[src/rtl/cap_pkg.sv]
package cap_pkg;
  typedef enum logic [1:0] {
    ST_IDLE   = 2'd0,
    ST_RESYNC = 2'd1,
    ST_ACQ    = 2'd2
  } seq_state_e;
endpackage

[src/rtl/trig_edge.sv]
module trig_edge (
  input  logic clk_i,
  input  logic rst_ni,
  input  logic async_i,
  output logic rise_o
);
  logic meta_q, sync_q, prev_q;

  always_ff @(posedge clk_i or negedge rst_ni) begin
    if (!rst_ni) begin
      meta_q <= 1'b0;
      sync_q <= 1'b0;
      prev_q <= 1'b0;
    end else begin
      meta_q <= async_i;
      sync_q <= meta_q;
      prev_q <= sync_q;
    end
  end

  assign rise_o = sync_q & ~prev_q;
endmodule

[src/rtl/ce_div.sv]
module ce_div #(
  parameter int DIV = 50
) (
  input  logic clk_i,
  input  logic rst_ni,
  input  logic clr_i,
  output logic ce_o
);
  localparam int CW = (DIV > 1) ? $clog2(DIV) : 1;
  localparam logic [CW-1:0] TOP = CW'(DIV - 1);

  logic [CW-1:0] cnt_q, cnt_d;

  always_comb begin
    if (clr_i)             cnt_d = '0;
    else if (cnt_q == TOP) cnt_d = '0;
    else                   cnt_d = cnt_q + 1'b1;
  end

  always_ff @(posedge clk_i or negedge rst_ni) begin
    if (!rst_ni) cnt_q <= '0;
    else         cnt_q <= cnt_d;
  end

  assign ce_o = (cnt_q == TOP);
endmodule

[src/rtl/chan_cap.sv]
module chan_cap #(
  parameter int W  = 12,
  parameter int NS = 2000
) (
  input  logic         clk_i,
  input  logic         rst_ni,
  input  logic         start_i,
  input  logic         act_i,
  input  logic         ce_i,
  input  logic [W-1:0] din_i,
  output logic         vld_o,
  output logic [W-1:0] dout_o,
  output logic         last_o,
  output logic         done_o
);
  localparam int CW = (NS > 1) ? $clog2(NS) : 1;
  localparam logic [CW-1:0] FINAL = CW'(NS - 1);

  logic [CW-1:0] cnt_q;
  logic          done_q;
  logic          take;
  logic          at_end;

  assign take   = act_i & ce_i & ~done_q;
  assign at_end = (cnt_q == FINAL);

  always_ff @(posedge clk_i or negedge rst_ni) begin
    if (!rst_ni) begin
      cnt_q  <= '0;
      done_q <= 1'b0;
    end else if (start_i) begin
      cnt_q  <= '0;
      done_q <= 1'b0;
    end else if (take) begin
      if (at_end) done_q <= 1'b1;
      else        cnt_q  <= cnt_q + 1'b1;
    end
  end

  always_ff @(posedge clk_i or negedge rst_ni) begin
    if (!rst_ni) begin
      vld_o  <= 1'b0;
      last_o <= 1'b0;
      dout_o <= '0;
    end else begin
      vld_o  <= take;
      last_o <= take & at_end;
      if (take) dout_o <= din_i;
    end
  end

  assign done_o = done_q;
endmodule

[src/rtl/cap_seq.sv]
module cap_seq
  import cap_pkg::*;
#(
  parameter int W    = 12,
  parameter int DIV0 = 50,
  parameter int DIV1 = 5,
  parameter int N0   = 2000,
  parameter int N1   = 20000
) (
  input  logic         clk_i,
  input  logic         rst_ni,
  input  logic         trig_async_i,
  input  logic         ovr_clr_i,
  input  logic [W-1:0] ch0_din_i,
  input  logic [W-1:0] ch1_din_i,
  output logic         ch0_ce_o,
  output logic         ch1_ce_o,
  output logic         ch0_vld_o,
  output logic [W-1:0] ch0_dout_o,
  output logic         ch0_last_o,
  output logic         ch1_vld_o,
  output logic [W-1:0] ch1_dout_o,
  output logic         ch1_last_o,
  output logic         busy_o,
  output logic         ovr_o
);
  localparam int NCH = 2;
  localparam int DIV_A [NCH] = '{DIV0, DIV1};
  localparam int NS_A  [NCH] = '{N0, N1};

  // reset: asserted asynchronously, released on a clock edge
  logic rst_meta_q, rst_n_q;
  always_ff @(posedge clk_i or negedge rst_ni) begin
    if (!rst_ni) begin
      rst_meta_q <= 1'b0;
      rst_n_q    <= 1'b0;
    end else begin
      rst_meta_q <= 1'b1;
      rst_n_q    <= rst_meta_q;
    end
  end

  logic trig_rise;
  trig_edge i_edge (
    .clk_i  (clk_i),
    .rst_ni (rst_n_q),
    .async_i(trig_async_i),
    .rise_o (trig_rise)
  );

  seq_state_e state_q, state_d;
  logic       div_clr, acq_on, all_done;
  logic       ovr_q, ovr_d;

  logic         ce   [NCH];
  logic [W-1:0] din  [NCH];
  logic         vld  [NCH];
  logic [W-1:0] dout [NCH];
  logic         last [NCH];
  logic         done [NCH];

  assign din[0] = ch0_din_i;
  assign din[1] = ch1_din_i;

  assign div_clr  = (state_q == ST_RESYNC);
  assign acq_on   = (state_q == ST_ACQ);
  assign all_done = done[0] & done[1];

  always_comb begin
    state_d = state_q;
    case (state_q)
      ST_IDLE:   if (trig_rise) state_d = ST_RESYNC;
      ST_RESYNC: state_d = ST_ACQ;
      ST_ACQ:    if (all_done) state_d = ST_IDLE;
      default:   state_d = ST_IDLE;
    endcase
  end

  always_comb begin
    if (trig_rise && (state_q != ST_IDLE)) ovr_d = 1'b1;
    else if (ovr_clr_i)                    ovr_d = 1'b0;
    else                                   ovr_d = ovr_q;
  end

  always_ff @(posedge clk_i or negedge rst_n_q) begin
    if (!rst_n_q) begin
      state_q <= ST_IDLE;
      ovr_q   <= 1'b0;
    end else begin
      state_q <= state_d;
      ovr_q   <= ovr_d;
    end
  end

  for (genvar g = 0; g < NCH; g++) begin : g_ch
    ce_div #(.DIV(DIV_A[g])) i_div (
      .clk_i (clk_i),
      .rst_ni(rst_n_q),
      .clr_i (div_clr),
      .ce_o  (ce[g])
    );

    chan_cap #(.W(W), .NS(NS_A[g])) i_cap (
      .clk_i  (clk_i),
      .rst_ni (rst_n_q),
      .start_i(div_clr),
      .act_i  (acq_on),
      .ce_i   (ce[g]),
      .din_i  (din[g]),
      .vld_o  (vld[g]),
      .dout_o (dout[g]),
      .last_o (last[g]),
      .done_o (done[g])
    );
  end

  assign ch0_ce_o   = ce[0];
  assign ch1_ce_o   = ce[1];
  assign ch0_vld_o  = vld[0];
  assign ch0_dout_o = dout[0];
  assign ch0_last_o = last[0];
  assign ch1_vld_o  = vld[1];
  assign ch1_dout_o = dout[1];
  assign ch1_last_o = last[1];
  assign busy_o     = (state_q != ST_IDLE);
  assign ovr_o      = ovr_q;
endmodule

[config.mk]
export PLATFORM = sky130hd
export DESIGN_NAME = cap_seq
export DESIGN_NICKNAME = d
export VERILOG_FILES = /design/src/rtl/cap_pkg.sv /design/src/rtl/trig_edge.sv /design/src/rtl/ce_div.sv /design/src/rtl/chan_cap.sv /design/src/rtl/cap_seq.sv
export SDC_FILE = /design/constraint.sdc
export NUM_CORES = 1
export LEC_CHECK = 0
export BUFFER_PORTS_ARGS = -buffer_cell sky130_fd_sc_hd__buf_4
export CAP_MARGIN = 15
export CORE_UTILIZATION = 37
export CTS_BUF_LIST = sky130_fd_sc_hd__clkbuf_8
export CTS_CLUSTER_SIZE = 12
export DETAILED_ROUTE_END_ITERATION = 10
export PLACE_DENSITY = 0.63
export SETUP_SLACK_MARGIN = 0.15
export SLEW_MARGIN = 10
export SYNTH_ARGS = -nofsm -noshare
export SYNTH_HDL_FRONTEND = slang
export SYNTH_SLANG_ARGS = --single-unit
[constraint.sdc]
create_clock -name clk_i -period 2.1 [get_ports clk_i]
set_input_delay 0.315 -clock clk_i [delete_from_list [all_inputs] [get_ports clk_i]]
set_output_delay 0.315 -clock clk_i [all_outputs]
set_load 0.05 [all_outputs]
==> summary.md <==
| Metric | Value |
|---|---|
| DIE AREA | between 9000 and 10,000 um2 |
| Clock slew at reported path FFs | ~70 ps |
| Most frequent cell after synthesis | nand2_1 |
| H-tree depth | 3 |
| Mux cell area share after synthesis | about 1.5% |
| Arrival time worst endpoint | around 2200 ps |
| Cells on Worst Hold Path | 1 |
| CTS Root Cell | clkbuf_8 |
| Min-delay worst type | input pin to register |
| Cell Area, Placed | around 3900 um2 |
| Detailed Routing Iterations Pass 1 | 4 |
| Post-synthesis compound-gate area fraction | 8.47% |
| Grt met2 use | between 20% and 30% |
| Final Max Tran Viols | 0 |
| Layout Area Growth over Synthesis | 30.8% |
| Drt drc | 0 |
| GRT Util Overall | between 10% and 20% |
| Clock Latency Late Sink | between 300 and 400 ps |
| GRT met1 Usage | 21.1% |
| Final core utilization | between 50% and 60% |
| Yosys Warn Count | 0 |
| Max_cap viols | 0 |
| Post-detail-place hpwl | ~5000 um |
| Xor/xnor share of the synthesized area | 1.87% |
| Max Clock Freq | about 510 MHz |
| Pwr Total | 4.53 mW |
| Initial Utilization | 39.1% |
| Simple-gate portion of the synthesized area | 26.5% |
| Final wirelength | 6980 um |
| Initial DRC Count | between 80 and 90 |
| Largest family of logic cells by synthesized area | simple AND/OR/NAND/NOR gates |
| Worst-margin pin slew | between 500 and 600 ps |
| Die W | around 96 um |
| Unique masters post-synth | between 40 and 50 |
| Total grt overflow | 0 |
| Most used DFF post-synth | dfrtp_1 |
| RD Place Congestion | between 0.8 and 0.9 |
| CP peak stage delay | 520 ps |
| Final Hold Vio Count | 0 |
| CTS tree | done |
| Worst-path fanout max | 6 |
| Synth top cells by count | 88 x nand2_1, 73 x dfrtp_1, 19 x nor2_1 |
| Cell Area, Synth | between 3000 and 4000 um2 |
| Critical path depth in cells | 6 |
| Max IR drop VDD | around 370 uV |
| Status | finished, final reports clean |
| Routed Antenna Nets | 0 |
| FILL cells | a little under 800 |
| Top post-synthesis cells by area | dfrtp_1 56%, nand2_1 10%, ha_1 2.3% |
| Vias per Instance | 5.15 |
| Antenna fix cells | 0 |
| Port Buffers | 59 |
| TNS Setup | 0 ps |
| Reg2Reg Setup Slack | 140 ps |
| CP delay by family, top | simple AND/OR/NAND/NOR gates |
| Crit path launch type | register |
| FF+latch count, synth | 73 |
| Core ar. | 8380 um2 |
| Worst Setup End Kind | register |
| FFs w/ async S/R, synth | 100% |
| Fraction of layout cells with a size suffix above 1 | around 28% |
| Clock buffer depth | 2 |
| Critical-path cell list | inv_1 > ha_1 > nand4b_1 > or2_4 > or4_1 > a21oi_1 |
| EDFF count, synth | 0 |
| Largest net degree at the start of global routing | 36 |
| # rows | 33 |
| Slew margin rel. | between 60 and 70% |
| Wire per inst | approximately 13 um |
| Syn_nets | around 370 |
| Hold slack | approximately 64 ps |
| Crit-path slowest cell | or4_1 |
| Initial antenna violation count | 0 |
| TritonCTS buffer count | 9 |
| GR peak layer | met2 |
| Mean post-synth cell area | 9.73 um2 |
| Seq/Total Area, Yosys | 55.7% |
| Met3 Track Usage GR | under 10% |
| RSZ-0062 raised after global routing | true |
| Vias | 2,691 |
| Final instance area | ~4300 um2 |
| Setup-failing EPs final | 0 |
| Clock Skew | 10.4 ps |
| Crit. Startpoint | g_ch[1].i_div.cnt_q[0]$_DFF_PN0_ |
| Synth Area in Adders | roughly 2.3% |
| Pwr per Cell Area | approximately 1100 nW/um2 |
| R2R cell count | 6 |
| Die Ht | 96.1 um |
| CP required | between 2000 and 2500 ps |
| Top-area cell type share of the netlist area | a little under three fifths |
| # nets final | roughly 450 |
| Post-Syn Instances | approximately 340 |
| Vias in the first global route | 2,510 |
| Final worst path period share | between 90% and 100% |
| Hold path start | trig_async_i |
| I/O pins | 60 |
| Sink Count | 73 |
| First-pass GRT wire length | around 11,000 um |
| Worst reg2reg startpoint | g_ch[1].i_div.cnt_q[0]$_DFF_PN0_ |
| Leak | about 2.1 nW |
| Buf+Inv Stages, Crit Path | 1 |
| CP Class | register to register |
| Cell taking the most area after synthesis | dfrtp_1 |
| Fin crit period | between 1500 and 2000 ps |
worst reg2reg max path: stages, from the launching register on:
cell	delay, ps
dfrtp_1	390
inv_1	60
ha_1	160
nand4b_1	220
or2_4	360
or4_1	520
a21oi_1	180
metal layers:
| layer | up-vias | part of all wire [%] |
|---|---|---|
| li1 | 1321 | - |
| met1 | 1299 | 45 |
| met2 | 61 | 48 |
| met3 | 10 | 4.5 |
| met4 | 0 | 1.8 |
| met5 | - | 0 |
placed cells by master (no fill, tap or decap), types with 9 or more instances in the layout:
master and instances:
dfrtp_1 71, inv_1 14, o31ai_1 9, a21oi_1 10
nand4_1 10, nand2_1 88, nor2_1 19, clkbuf_8 10
nand3_1 13, buf_4 74
state kept, by name, indices dropped and copies added, names as in the netlist:
signal and flops:
ovr_o 1, g_ch.i_cap.done_o 2, state_q 2, g_ch.i_div.cnt_q 9, i_edge.prev_q 1, i_edge.meta_q 1
rst_meta_q 1, g_ch.i_cap.vld_o 2, g_ch.i_cap.last_o 2, rst_n_q 1, i_edge.sync_q 1, g_ch.i_cap.dout_o 24
g_ch.i_cap.cnt_q 26
cells by family (layout without fill, tap and decap cells):
logic type,Yosys count,after routing
AND/OR/NAND/NOR,174,174
XOR/XNOR,7,7
multiplexers,5,5
other,1,1
buffers and inverters,30,111
AO/OA/AOI/OAI,41,41
adder cells (fa/ha/maj),6,6
flip-flops,73,73
metrics by stage:
step                      instances  setup slack, ps
after floorplan                 337              169
after global placement          501              102
after detailed placement        501             46.1
after CTS                       518              132
after global routing            523             39.2
final                           523              143
path summary, 6_finish.rpt:
kind,endpoint
max in group asynchronous,g_ch[0].i_cap.dout_o[4]$_DFFE_PN0P_
max,g_ch[1].i_cap.cnt_q[3]$_DFFE_PN0P_
min,i_edge.meta_q$_DFF_PN0_
max reg2reg,g_ch[1].i_cap.cnt_q[3]$_DFFE_PN0P_
min reg2reg,g_ch[1].i_div.cnt_q[2]$_DFF_PN0_
min in group asynchronous,g_ch[1].i_div.cnt_q[2]$_DFF_PN0_
layout make-up:
type | instances | area (um2) | share of cell area, %
clock buffers | 10 | 138 | 3.21
clock inverters | 5 | 80.1 | 1.87
inverters | 16 | 63.8 | 1.49
multi-input cells | 234 | 1400 | 32.6
flip-flops and latches | 73 | 1830 | 42.7
well taps | 105 | 131 | 3.06
repair buffers | 80 | 648 | 15.1
power by group:
group	total [mW]	leakage [nW]	internal [mW]	switching, mW
Sequential	1.86	0.971	1.66	0.203
Clock	1.21	0.104	0.692	0.519
Combinational	1.46	1.02	0.530	0.933
Total	4.53	2.09	2.88	1.66
what timing repair did:
| action | in CTS | in global routing |
|---|---|---|
| endpoints found under the setup margin | 7 | 15 |
| gates resized for setup | 4 | 12 |
| setup buffers | 1 | 5 |
| hold buffers | 1 | 0 |
| pin swaps | 0 | 4 |
| hold endpoints to repair | 2 | 0 |
(Power assumes the default switching activity.)
